## src/rtl/trig_route_pkg.sv

```systemverilog
package trig_route_pkg;
  localparam int N_SIG     = 3;
  localparam int SIG_TB    = 0;
  localparam int SIG_TRIG  = 1;
  localparam int SIG_CONV  = 2;
endpackage

```

## src/rtl/trig_conflict_det.sv

```systemverilog
module trig_conflict_det #(
  parameter int N_LINES = 8,
  parameter int N_SIG   = 3,
  parameter int LSEL_W  = $clog2(N_LINES)
) (
  input  logic [N_SIG-1:0]        en_i,
  input  logic [N_SIG*LSEL_W-1:0] sel_i,
  output logic [N_LINES-1:0]      hit_o,
  output logic [N_LINES-1:0]      conflict_o
);
  localparam int CNT_W = $clog2(N_SIG + 1);

  for (genvar l = 0; l < N_LINES; l++) begin : g_line
    logic [CNT_W-1:0] cnt;
    always_comb begin
      cnt = '0;
      for (int s = 0; s < N_SIG; s++) begin
        if (en_i[s] && (sel_i[s*LSEL_W +: LSEL_W] == LSEL_W'(l)))
          cnt = cnt + CNT_W'(1);
      end
    end
    assign hit_o[l]      = (cnt != '0);
    assign conflict_o[l] = (cnt > CNT_W'(1));
  end
endmodule

```

## src/rtl/trig_line_drv.sv

```systemverilog
module trig_line_drv #(
  parameter int N_LINES = 8,
  parameter int N_SIG   = 3,
  parameter int LSEL_W  = $clog2(N_LINES)
) (
  input  logic                    master_i,
  input  logic [N_SIG-1:0]        en_i,
  input  logic [N_SIG*LSEL_W-1:0] sel_i,
  input  logic [N_SIG-1:0]        src_i,
  input  logic [N_LINES-1:0]      hit_i,
  input  logic [N_LINES-1:0]      conflict_i,
  output logic [N_LINES-1:0]      oe_o,
  output logic [N_LINES-1:0]      out_o
);
  for (genvar l = 0; l < N_LINES; l++) begin : g_line
    logic val;
    always_comb begin
      val = 1'b0;
      for (int s = 0; s < N_SIG; s++) begin
        if (en_i[s] && (sel_i[s*LSEL_W +: LSEL_W] == LSEL_W'(l)))
          val = val | src_i[s];
      end
    end
    assign oe_o[l]  = master_i & hit_i[l] & ~conflict_i[l];
    assign out_o[l] = oe_o[l] & val;  // quiet line when not driving
  end
endmodule

```

## src/rtl/trig_rx_sync.sv

```systemverilog
module trig_rx_sync #(
  parameter int STAGES = 2
) (
  input  logic clk_i,
  input  logic rst_ni,
  input  logic d_i,
  output logic q_o
);
  logic [STAGES-1:0] sr;

  always_ff @(posedge clk_i or negedge rst_ni) begin
    if (!rst_ni) sr <= '0;
    else         sr <= {sr[STAGES-2:0], d_i};
  end

  assign q_o = sr[STAGES-1];
endmodule

```

## src/rtl/trig_bus_router.sv

```systemverilog
module trig_bus_router
  import trig_route_pkg::*;
#(
  parameter int N_LINES     = 8,
  parameter int SYNC_STAGES = 2,
  localparam int LSEL_W     = $clog2(N_LINES)
) (
  input  logic                    clk_i,
  input  logic                    rst_ni,
  input  logic                    master_i,
  input  logic [N_SIG-1:0]        cfg_en_i,
  input  logic [N_SIG*LSEL_W-1:0] cfg_sel_i,
  input  logic                    loc_tb_i,
  input  logic                    loc_trig_i,
  input  logic                    loc_conv_i,
  input  logic [N_LINES-1:0]      bus_in_i,
  output logic [N_LINES-1:0]      bus_out_o,
  output logic [N_LINES-1:0]      bus_oe_o,
  output logic                    tb_sel_o,
  output logic                    tb_o,
  output logic                    trig_o,
  output logic                    conv_o,
  output logic                    conflict_o,
  output logic [N_LINES-1:0]      conflict_line_o
);
  logic [N_SIG-1:0]   loc_src, rx_raw, rx_use, rx_val;
  logic [N_LINES-1:0] hit;

  assign loc_src = {loc_conv_i, loc_trig_i, loc_tb_i};

  trig_conflict_det #(.N_LINES(N_LINES), .N_SIG(N_SIG), .LSEL_W(LSEL_W)) u_det (
    .en_i       (cfg_en_i),
    .sel_i      (cfg_sel_i),
    .hit_o      (hit),
    .conflict_o (conflict_line_o)
  );

  trig_line_drv #(.N_LINES(N_LINES), .N_SIG(N_SIG), .LSEL_W(LSEL_W)) u_drv (
    .master_i   (master_i),
    .en_i       (cfg_en_i),
    .sel_i      (cfg_sel_i),
    .src_i      (loc_src),
    .hit_i      (hit),
    .conflict_i (conflict_line_o),
    .oe_o       (bus_oe_o),
    .out_o      (bus_out_o)
  );

  assign conflict_o = |conflict_line_o;

  for (genvar s = 0; s < N_SIG; s++) begin : g_rx
    assign rx_raw[s] = bus_in_i[cfg_sel_i[s*LSEL_W +: LSEL_W]];
    assign rx_use[s] = ~master_i & cfg_en_i[s];
    if (s == SIG_TB) begin : g_clk
      // timebase goes straight to the clock-select mux
      assign rx_val[s] = rx_raw[s];
    end else begin : g_sync
      trig_rx_sync #(.STAGES(SYNC_STAGES)) u_sync (
        .clk_i  (clk_i),
        .rst_ni (rst_ni),
        .d_i    (rx_raw[s]),
        .q_o    (rx_val[s])
      );
    end
  end

  assign tb_sel_o = rx_use[SIG_TB];
  assign tb_o     = rx_use[SIG_TB]   ? rx_val[SIG_TB]   : loc_tb_i;
  assign trig_o   = rx_use[SIG_TRIG] ? rx_val[SIG_TRIG] : loc_trig_i;
  assign conv_o   = rx_use[SIG_CONV] ? rx_val[SIG_CONV] : loc_conv_i;
endmodule

```

## config.mk

```make
export PLATFORM = sky130hd
export DESIGN_NAME = trig_bus_router
export DESIGN_NICKNAME = d
export VERILOG_FILES = /design/src/rtl/trig_route_pkg.sv /design/src/rtl/trig_conflict_det.sv /design/src/rtl/trig_line_drv.sv /design/src/rtl/trig_rx_sync.sv /design/src/rtl/trig_bus_router.sv
export SDC_FILE = /design/constraint.sdc
export NUM_CORES = 1
export LEC_CHECK = 0
export ABC_CLOCK_PERIOD_IN_PS = 3100
export BUFFER_PORTS_ARGS = -buffer_cell sky130_fd_sc_hd__buf_2
export CORE_MARGIN = 1.5
export CORE_UTILIZATION = 45
export CTS_CLUSTER_SIZE = 24
export DETAILED_ROUTE_END_ITERATION = 10
export HOLD_SLACK_MARGIN = 0.02
export PLACE_DENSITY = 0.9
export SKIP_CTS_REPAIR_TIMING = 1
export SLEW_MARGIN = 5
export SYNTH_ARGS = -nofsm -noshare
export SYNTH_HDL_FRONTEND = slang
export SYNTH_SLANG_ARGS = --single-unit
```

## constraint.sdc

```tcl
create_clock -name clk_i -period 3.1 [get_ports clk_i]
set_clock_uncertainty 0.05 [all_clocks]
set_input_delay 0.93 -clock clk_i [delete_from_list [all_inputs] [get_ports clk_i]]
set_output_delay 0.93 -clock clk_i [all_outputs]
set_load 0.02 [all_outputs]
```

==> results.json, run 1 <==
{
  "synth_cell_type_count": 35,
  "io_pins": 55,
  "synthArstFlopShare": 1.000,
  "synth_common_cells": "inv_1 (25), nor2_1 (17), ha_1 (16)",
  "die_h_um": 58.86,
  "synth_edf_count": 0,
  "start_util": 0.4675,
  "io_buffers": 54,
  "cts.sinks": 4,
  "yosys_most_used_dff": "dfrtp_1",
  "cts_buffers": 3,
  "yosys-top-cells-area": "ha_1 (14%), dfrtp_1 (7.1%), inv_1 (6.7%)",
  "endpoint_type": "primary output",
  "status": "aborted with a tool error",
  "grt_antenna_before_repair": 0,
  "netlist_area_um2": 1404,
  "lastStage": "global routing",
  "cts-root-buf": "clkbuf_4",
  "worst_endpoint": "bus_out_o[4]",
  "synth_seq_area_share": 0.07130,
  "synth_nets": 205,
  "die_w_um": 58.86,
  "synth.most_common_cell": "inv_1",
  "synth_top_area_cell": "ha_1",
  "grt_start_max_net_pins": 11,
  "cts_buffer_depth": 2,
  "gp_congestion": 0.8435,
  "syn_avg_cell_area_um2": 8.613,
  "firstError": "[ERROR DPL-0033] detailed placement checks failed during check placement.",
  "ys_warn_count": 0,
  "dp_hpwl_mm": 3.836,
  "synth_seq_cells": 4,
  "row_count": 20,
  "synth_top_area_share": 0.1426,
  "syn_inst": 163,
  "htree_levels": 1
}
## through the flow
step           hold slack, ns  setup slack, ns  TNS [ns]  cells  cell area (um^2)
3_3_place_gp           0.2841          -0.3586    -4.959    282              2267
4_1_cts                0.3005          -0.4160    -6.355    285              2290
2_1_floorplan          0.2812          -0.2479    -1.523    163              1678
3_5_place_dp           0.3025          -0.4104    -6.152    282              2267
## cells by family after synthesis
family / after synthesis / synth area share
AOI/OAI and AO/OA: 25 / 0.1426
adders and majority gates: 16 / 0.1426
buffers and inverters: 34 / 0.1141
DFF: 4 / 0.07130
muxes: 17 / 0.1818
and+or+nand+nor: 67 / 0.3476
==> run 2: changes to the inputs <==
- ABC_CLOCK_PERIOD_IN_PS: 3100 -> 4050
- CORE_UTILIZATION: 45 -> 30
- CTS_CLUSTER_SIZE: 24 -> unset
- HOLD_SLACK_MARGIN: 0.02 -> unset
- PLACE_DENSITY: 0.9 -> unset
- PLACE_DENSITY_LB_ADDON: unset -> 0.15
- clock period: 3.1 -> 4.05 ns (I/O delays scaled with it)
==> run 2 against run 1 <==
The run now ends clean. Synthesized cell count is the same. Synthesized area unchanged.
==> results.json, run 2 <==
{
  "status": "finished clean",
  "final_common_cell": "buf_2",
  "gp_congestion": 0.8027,
  "final_cell_mix": "buf_2 (45), buf_4 (31), inv_1 (25)",
  "arrival_ns": 2.73,
  "grt_pass1_wl_mm": 6.465,
  "post-route-period-util": 0.9866,
  "worstPathRequired_ns": 2.78,
  "cts_buffers": 3,
  "min_path_type": "reg2reg",
  "fmaxAchievable_mhz": 250.3,
  "p_per_area_nw_per_um2": 133.8,
  "worstPathMaxFanout": 5,
  "synth_nets": 205,
  "htree_levels": 1,
  "coreArea_um2": 4414,
  "cts_buffer_depth": 2,
  "seq_power_share": 0.162,
  "die_h_um": 71.41,
  "whs_ns": 0.2912,
  "rsz0062_at_grt": "true",
  "dr_total_vias": 1425,
  "die_w_um": 71.41,
  "largest_reg_flops": 4,
  "dp_cells": 286,
  "leakage_nw": 1.002,
  "cp-end-kind": "primary output",
  "synth_edf_count": 0,
  "grt_antenna_before_repair": 0,
  "syn_avg_cell_area_um2": 8.613,
  "drt_iter0_drc": 47,
  "drcViolationCount": 0,
  "row_count": 24,
  "worstMarginPinSlew_ns": 0.4657,
  "ys_warn_count": 0,
  "io_buffers": 54,
  "tritoncts": "yes",
  "hold_start": "g_rx[2].g_sync.u_sync.sr[0]",
  "synth_seq_cells": 4,
  "p_clk_frac": 0.292,
  "power_frac_comb": 0.546,
  "die-area_um2": 5099,
  "grt_pass1_vias": 1348,
  "cts-root-buf": "clkbuf_8",
  "area_delta_synth_final_pct": 52.85,
  "internal_power_mw": 0.1802,
  "startpoint": "cfg_sel_i[5]",
  "yosys-top-cells-area": "ha_1 (14%), dfrtp_1 (7.1%), inv_1 (6.7%)",
  "power_switching_mw": 0.1070,
  "p_sw_frac": 0.3726,
  "path_class": "in2out",
  "finalSetupViolCount": 0,
  "finish.utilization": 0.4861,
  "path_cells": "buf_2 > nand2b_4 > nor2_4 > ha_1 > or3b_1 > a21oi_2 > nor2b_4 > buf_4",
  "clk_pin_slew_ns": 0.03,
  "wl_per_cell_um": 14.08,
  "io_pins": 55,
  "cap_violations": 0,
  "slew_headroom": 0.6896,
  "netlist_area_um2": 1404,
  "synthArstFlopShare": 1.000,
  "grt.overflow.total": 0,
  "synth_common_cells": "inv_1 (25), nor2_1 (17), ha_1 (16)",
  "yosys_most_used_dff": "dfrtp_1",
  "drtAntennaViolNets": 0,
  "synth_top_area_cell": "ha_1",
  "post-place-ws_ns": -0.07107,
  "instances_no_fill": 289,
  "path_buf_inv": 2,
  "finalPower_mw": 0.2872,
  "drt-pass1-iter-count": 4,
  "crit_family": "simple AND/OR/NAND/NOR gates",
  "reg2reg_from": "g_rx[1].g_sync.u_sync.sr[0]",
  "n_antenna_cell": 0,
  "cts.sinks": 4,
  "start_util": 0.3180,
  "top_register": "g_rx.g_sync.u_sync.sr",
  "nets": 281,
  "ir_worst_vdd_mv": 0.08786,
  "synth_top_area_share": 0.1426,
  "fin_ws_ns": 0.05433,
  "dp_hpwl_mm": 3.339,
  "critPathLaunchType": "primary input",
  "slew_violations": 0,
  "routed_wirelength_mm": 4.070,
  "synth.most_common_cell": "inv_1",
  "syn_inst": 163,
  "synth_seq_area_share": 0.07130,
  "critPathMaxStageDelay_ns": 0.39,
  "top_regs": "g_rx.g_sync.u_sync.sr (4)",
  "clock_latency_ns": 0.22,
  "grt_usage": 0.1569,
  "vias_per_cell": 4.931,
  "fin_crit_ns": 3.996,
  "final_layout_size_suffix_gt1_frac": 0.5823,
  "hold_violations": 0,
  "critical_path.slowest_cell": "or3b_1",
  "synth_cell_type_count": 35,
  "grt_start_max_net_pins": 13
}
## run 2: final cells by class
| class | instances | area, um^2 |
|---|---|---|
| Inverter | 26 | 97.59 |
| Clock buffer | 3 | 41.29 |
| Fill cell | 433 | 2268 |
| Multi-Input combinational cell | 125 | 1358 |
| Timing Repair Buffer | 79 | 484.2 |
| Sequential cell | 4 | 100.1 |
| Tap cell | 52 | 65.06 |
## run 2: layer usage
metal,global-route usage,vias to the layer above,wire length (um)
met2,0.2685,36,1981
met5,0,-,0
met3,0.008439,4,119
met4,0.03145,0,29
met1,0.2193,656,1940
li1,-,729,-
## run 2: path summary, 6_finish.rpt
| path | endpoint | slack (ns) | depth (start not counted) |
|---|---|---|---|
| min in group asynchronous | g_rx[1].g_sync.u_sync.sr[1] | 0.75 | 1 |
| worst max register to register | g_rx[1].g_sync.u_sync.sr[1] | 3.53 | 0 |
| worst min-delay path | g_rx[2].g_sync.u_sync.sr[1] | 0.29 | 0 |
| max in group asynchronous | g_rx[2].g_sync.u_sync.sr[1] | 3.08 | 1 |
| worst max-delay path | bus_out_o[3] | 0.05 | 8 |
| worst min register to register | g_rx[2].g_sync.u_sync.sr[1] | 0.29 | 0 |
## run 2: per-stage QoR
stage | setup TNS, ns | cell area (um^2)
after floorplan | -0.0006448 | 1460
after global placement | -0.07047 | 1921
after detailed placement | -0.1036 | 1921
after CTS | -0.1241 | 1962
after global routing | -0.06494 | 2146
final | 0 | 2146
## run 2: kinds of logic after synthesis
family	count (synthesis)	synth area share
simple gates	67	0.3476
buf+inv	34	0.1141
compound gates	25	0.1426
mux	17	0.1818
fa+ha+maj	16	0.1426
flops	4	0.07130
## run 2: power by group through the flow
stage	registers [mW]	logic [mW]	clock network [mW]
after detailed placement	0.0471	0.139	0
after CTS	0.0467	0.140	0.0862
after global routing	0.0472	0.169	0.0866
after global placement	0.0468	0.139	0
after floorplan	0.0466	0.0893	0
final	0.0466	0.157	0.0839
Power figures use the tool's default switching activity.
==> run 3: changes to the inputs <==
- RECOVER_POWER: unset -> 100
==> run 3 against run 2 <==
Largest cell class unchanged. Clock power about the same. Total power decreased by 0.60%. Hold slack unchanged. Die area unchanged. Fmax stayed put. Highest routed layer unchanged.
==> results.json, run 3 (same netlist as run 2, synthesis figures left out) <==
{
  "n_antenna_cell": 0,
  "instances_no_fill": 289,
  "die_h_um": 71.41,
  "post-route-period-util": 0.9866,
  "cts_buffer_depth": 2,
  "r2r_setup_slack_ns": 3.53,
  "fmaxAchievable_mhz": 250.3,
  "die-area_um2": 5099,
  "clock_latency_ns": 0.22,
  "vias_per_cell": 4.924,
  "drt_iter0_drc": 47,
  "slew_headroom": 0.6896,
  "coreArea_um2": 4414,
  "grt.overflow.total": 0,
  "drtAntennaViolNets": 0,
  "dp_hpwl_mm": 3.339,
  "rsz0062_at_grt": "true",
  "worstMarginPinSlew_ns": 0.4657,
  "min_path_type": "reg2reg",
  "cts-root-buf": "clkbuf_8",
  "leakage_nw": 0.9290,
  "ir_worst_vdd_mv": 0.08777,
  "p_clk_frac": 0.294,
  "wl_per_cell_um": 14.08,
  "cp-end-kind": "primary output",
  "power_frac_comb": 0.543,
  "slew_violations": 0,
  "area_delta_synth_final_pct": 51.07,
  "grt_usage": 0.1569,
  "reg2reg_from": "g_rx[1].g_sync.u_sync.sr[0]",
  "path_class": "in2out",
  "gp_congestion": 0.8027,
  "regToRegEndpoint": "g_rx[1].g_sync.u_sync.sr[1]",
  "worstPathRequired_ns": 2.78,
  "htree_levels": 1,
  "grt_start_max_net_pins": 13,
  "final_cell_mix": "buf_4 (30), buf_2 (28), inv_1 (25)",
  "critPathMaxStageDelay_ns": 0.39,
  "largest_reg_flops": 4,
  "routed_wirelength_mm": 4.069,
  "final_layout_size_suffix_gt1_frac": 0.5063,
  "cts.sinks": 4,
  "fin_crit_ns": 3.996,
  "r2r_cells": 0,
  "dr_total_vias": 1423,
  "io_buffers": 54,
  "p_per_area_nw_per_um2": 134.6,
  "path_cells": "buf_2 > nand2b_4 > nor2_4 > ha_1 > or3b_1 > a21oi_2 > nor2b_4 > buf_4",
  "critPathLaunchType": "primary input",
  "drcViolationCount": 0,
  "dp_cells": 286,
  "internal_power_mw": 0.1783,
  "top_register": "g_rx.g_sync.u_sync.sr",
  "startpoint": "cfg_sel_i[5]",
  "drt-pass1-iter-count": 4,
  "nets": 281,
  "critical_path.slowest_cell": "or3b_1",
  "clk_pin_slew_ns": 0.03,
  "cap_violations": 0,
  "p_sw_frac": 0.3754,
  "finish.utilization": 0.4804,
  "die_w_um": 71.41,
  "grt_pass1_vias": 1348,
  "grt_antenna_before_repair": 0,
  "seq_power_share": 0.163,
  "finalSetupViolCount": 0,
  "io_pins": 55,
  "cp-endpoint": "bus_out_o[3]",
  "finalPower_mw": 0.2855,
  "power_switching_mw": 0.1072,
  "start_util": 0.3180,
  "status": "finished clean",
  "grt_pass1_wl_mm": 6.465,
  "arrival_ns": 2.73,
  "row_count": 24,
  "hold_violations": 0,
  "top_regs": "g_rx.g_sync.u_sync.sr (4)",
  "worstPathMaxFanout": 5,
  "tritoncts": "yes",
  "final_common_cell": "buf_4",
  "cts_buffers": 3
}
==> run 3: cell types whose count changed in the layout (fill, tap and decap cells not counted) <==
cell      previous run  this run
clkbuf_1             0        18
buf_2               45        28
buf_4               31        30
==> run 3: how the worst min path moves through the flow <==
stage | start | endpoint | cells past startpoint
after floorplan | g_rx[1].g_sync.u_sync.sr[0] | g_rx[1].g_sync.u_sync.sr[1] | 0
after global placement | g_rx[1].g_sync.u_sync.sr[0] | g_rx[1].g_sync.u_sync.sr[1] | 0
after detailed placement | g_rx[2].g_sync.u_sync.sr[0] | g_rx[2].g_sync.u_sync.sr[1] | 0
after CTS | g_rx[2].g_sync.u_sync.sr[0] | g_rx[2].g_sync.u_sync.sr[1] | 0
after global routing | g_rx[2].g_sync.u_sync.sr[0] | g_rx[2].g_sync.u_sync.sr[1] | 0
final | g_rx[2].g_sync.u_sync.sr[0] | g_rx[2].g_sync.u_sync.sr[1] | 0
==> run 3: stage by stage <==
stage	setup WS (ns)	instance area [um^2]	setup TNS, ns	hold slack [ns]
finish	0.05433	2121	0	0.2912
global placement	-0.04059	1921	-0.07047	0.2820
global route	-0.03329	2121	-0.08160	0.3124
floorplan	-0.0006448	1460	-0.0006448	0.2812
CTS	-0.07486	1962	-0.1241	0.2913
detailed placement	-0.07107	1921	-0.1036	0.2847
==> run 3: per-layer routing <==
metal  GRT usage  vias to the layer above  share of wire  wire length, um
met5           0                        -              0                0
met4     0.03145                        0         0.0071               29
met3    0.008439                        4          0.029              120
met2      0.2685                       36           0.49             1979
met1      0.2193                      654           0.48             1941
li1            -                      729              -                -
==> run 3: critical path: cells and delay by family <==
kind / cells / cell delay, ns
AND/OR/NAND/NOR: 4 / 0.82
buffers and inverters: 2 / 0.27
adder cells (fa/ha/maj): 1 / 0.25
AO/OA/AOI/OAI: 1 / 0.16
==> run 3: final cells by class <==
class / count / area [um^2]
Multi-Input combinational cell: 125 / 1358
Timing Repair Buffer: 79 / 459.2
Sequential cell: 4 / 100.1
Fill cell: 442 / 2293
Clock buffer: 3 / 41.29
Tap cell: 52 / 65.06
Inverter: 26 / 97.59
==> run 3: power groups by stage <==
stage	combinational, mW	sequential [mW]	clock, mW
global placement	0.139	0.0468	0
CTS	0.140	0.0467	0.0862
detailed placement	0.139	0.0471	0
finish	0.155	0.0466	0.0839
global route	0.167	0.0472	0.0866
floorplan	0.0893	0.0466	0
==> run 4: changes to the inputs <==
- PLACE_DENSITY: unset -> 0.56
- PLACE_DENSITY_LB_ADDON: 0.15 -> unset
==> run 4 against run 3 <==
Largest power group unchanged. Utilization increased by 0.057 points. Clock power decreased by 1%. Via count fell by 0.21%. Critical endpoint is now bus_out_o[6]. Combinational power decreased by 4%. Non-clock buffer count increased by 1. Sequential share of layout area about the same. Sequential power about the same. Total power decreased by 2.5%.
==> results.json, run 4 (same netlist as run 2, synthesis figures left out) <==
{
  "status": "finished clean",
  "path_class": "in2out",
  "tritoncts": "yes",
  "reg2reg_from": "g_rx[2].g_sync.u_sync.sr[0]",
  "finish.utilization": 0.4810,
  "final_layout_size_suffix_gt1_frac": 0.5420,
  "grt_pass1_wl_mm": 6.051,
  "worstPathMaxFanout": 4,
  "power_switching_mw": 0.1008,
  "grt.overflow.total": 0,
  "seq_area_um2": 100.1,
  "ir_worst_vdd_mv": 0.1909,
  "htree_levels": 1,
  "finalSetupViolCount": 0,
  "grt_usage": 0.1480,
  "io_buffers": 54,
  "largest_reg_flops": 4,
  "hold_start": "g_rx[1].g_sync.u_sync.sr[0]",
  "slew_headroom": 0.6633,
  "fin_crit_ns": 4.035,
  "design_area_um2": 2123,
  "dr_total_vias": 1420,
  "cts_buffers": 3,
  "die_h_um": 71.41,
  "worstMarginPinSlew_ns": 0.5050,
  "top_regs": "g_rx.g_sync.u_sync.sr (4)",
  "placed_area_um2": 1913,
  "top_register": "g_rx.g_sync.u_sync.sr",
  "leakage_nw": 0.9735,
  "area_delta_synth_final_pct": 51.25,
  "n_antenna_cell": 0,
  "cts.sinks": 4,
  "drtAntennaViolNets": 0,
  "gp_congestion": 0.7705,
  "worstPathRequired_ns": 2.78,
  "whs_ns": 0.2906,
  "fmaxAchievable_mhz": 247.8,
  "slew_violations": 0,
  "dp_hpwl_mm": 3.220,
  "regToRegEndpoint": "g_rx[2].g_sync.u_sync.sr[1]",
  "grt_antenna_before_repair": 0,
  "routed_wirelength_mm": 3.838,
  "grt_start_max_net_pins": 13,
  "nets": 282,
  "final_cell_mix": "buf_2 (42), buf_4 (28), inv_1 (25)",
  "die-area_um2": 5099,
  "clock_latency_ns": 0.21,
  "hold_path_depth": 0,
  "seq_power_share": 0.167,
  "multi_input_area_um2": 1324,
  "internal_power_mw": 0.1776,
  "arrival_ns": 2.77,
  "rsz0062_at_grt": "true",
  "p_sw_frac": 0.3621,
  "wl_per_cell_um": 13.23,
  "row_count": 24,
  "io_pins": 55,
  "drt_iter0_drc": 18,
  "tns_ns": 0,
  "hold_path_end": "g_rx[1].g_sync.u_sync.sr[1]",
  "post-route-period-util": 0.9963,
  "hold_violations": 0,
  "start_util": 0.3180,
  "grt_pass1_vias": 1335,
  "coreArea_um2": 4414,
  "power_frac_comb": 0.535,
  "min_path_type": "reg2reg",
  "p_per_area_nw_per_um2": 131.1,
  "path_cells": "buf_2 > nand2b_2 > nor2_2 > ha_4 > or3b_4 > a21oi_4 > nor2b_4 > buf_4",
  "die_w_um": 71.41,
  "critPathMaxStageDelay_ns": 0.40,
  "drcViolationCount": 0,
  "critPathLaunchType": "primary input",
  "clk_pin_slew_ns": 0.03,
  "final_common_cell": "buf_2",
  "p_clk_frac": 0.298,
  "cap_violations": 0,
  "r2r_cells": 0,
  "cp-end-kind": "primary output",
  "cts_buffer_depth": 2,
  "r2r_setup_slack_ns": 3.53,
  "vias_per_cell": 4.897,
  "drt-pass1-iter-count": 4,
  "nFillCells": 444,
  "critical_path.slowest_cell": "or3b_4",
  "cts-root-buf": "clkbuf_8"
}
-- run 4: cell count changes in the layout (fill, tap and decap cells not counted), sizes merged --
cell / previous run / this run
clkbuf: 23 / 9
buf: 59 / 74
-- run 4: critical path: cells and delay by family --
kind | cells | cell delay [ns]
buffers and inverters | 2 | 0.26
AND/OR/NAND/NOR | 4 | 0.93
adder cells (fa/ha/maj) | 1 | 0.23
AO/OA/AOI/OAI | 1 | 0.13
-- run 4: per-layer routing --
metal	GRT usage	up-vias	routed length, um
li1	-	736	-
met1	0.1998	643	1827
met2	0.2500	39	1836
met3	0.02813	2	158
met4	0.02306	0	17
met5	0	-	0
-- run 4: layout make-up --
| type | instances | share of cell area |
|---|---|---|
| flip-flops and latches | 4 | 0.04714 |
| inverters | 26 | 0.04596 |
| clock buffers | 3 | 0.01945 |
| repair buffers | 80 | 0.2334 |
| multi-input cells | 125 | 0.6235 |
| well taps | 52 | 0.03064 |
-- run 4: worst max path at each step --
| stage | slack, ns | from | end |
|---|---|---|---|
| 4_1_cts | -0.07 | cfg_sel_i[0] | bus_out_o[6] |
| 6_report | 0.02 | cfg_sel_i[3] | bus_out_o[6] |
| 2_1_floorplan | -0.0006 | cfg_sel_i[0] | bus_out_o[6] |
| 3_5_place_dp | -0.06 | cfg_sel_i[0] | bus_out_o[6] |
| 5_1_grt | -0.07 | cfg_sel_i[0] | bus_out_o[6] |
| 3_3_place_gp | -0.03 | cfg_sel_i[2] | bus_out_o[3] |
-- run 4: metrics by stage --
stage               power (mW)  setup WS (ns)  cells
floorplan               0.1359     -0.0006448    163
global placement        0.1812       -0.02931    285
detailed placement      0.1829       -0.06086    285
CTS                     0.2684       -0.06537    288
global route            0.2977       -0.07364    290
finish                  0.2784        0.01506    290
-- run 4: power groups by stage --
stage | Sequential (mW) | Clock, mW | Combinational, mW
final | 0.0466 | 0.0828 | 0.149
after global routing | 0.0470 | 0.0887 | 0.162
after CTS | 0.0466 | 0.0854 | 0.136
after detailed placement | 0.0470 | 0 | 0.136
after global placement | 0.0469 | 0 | 0.134
after floorplan | 0.0466 | 0 | 0.0893
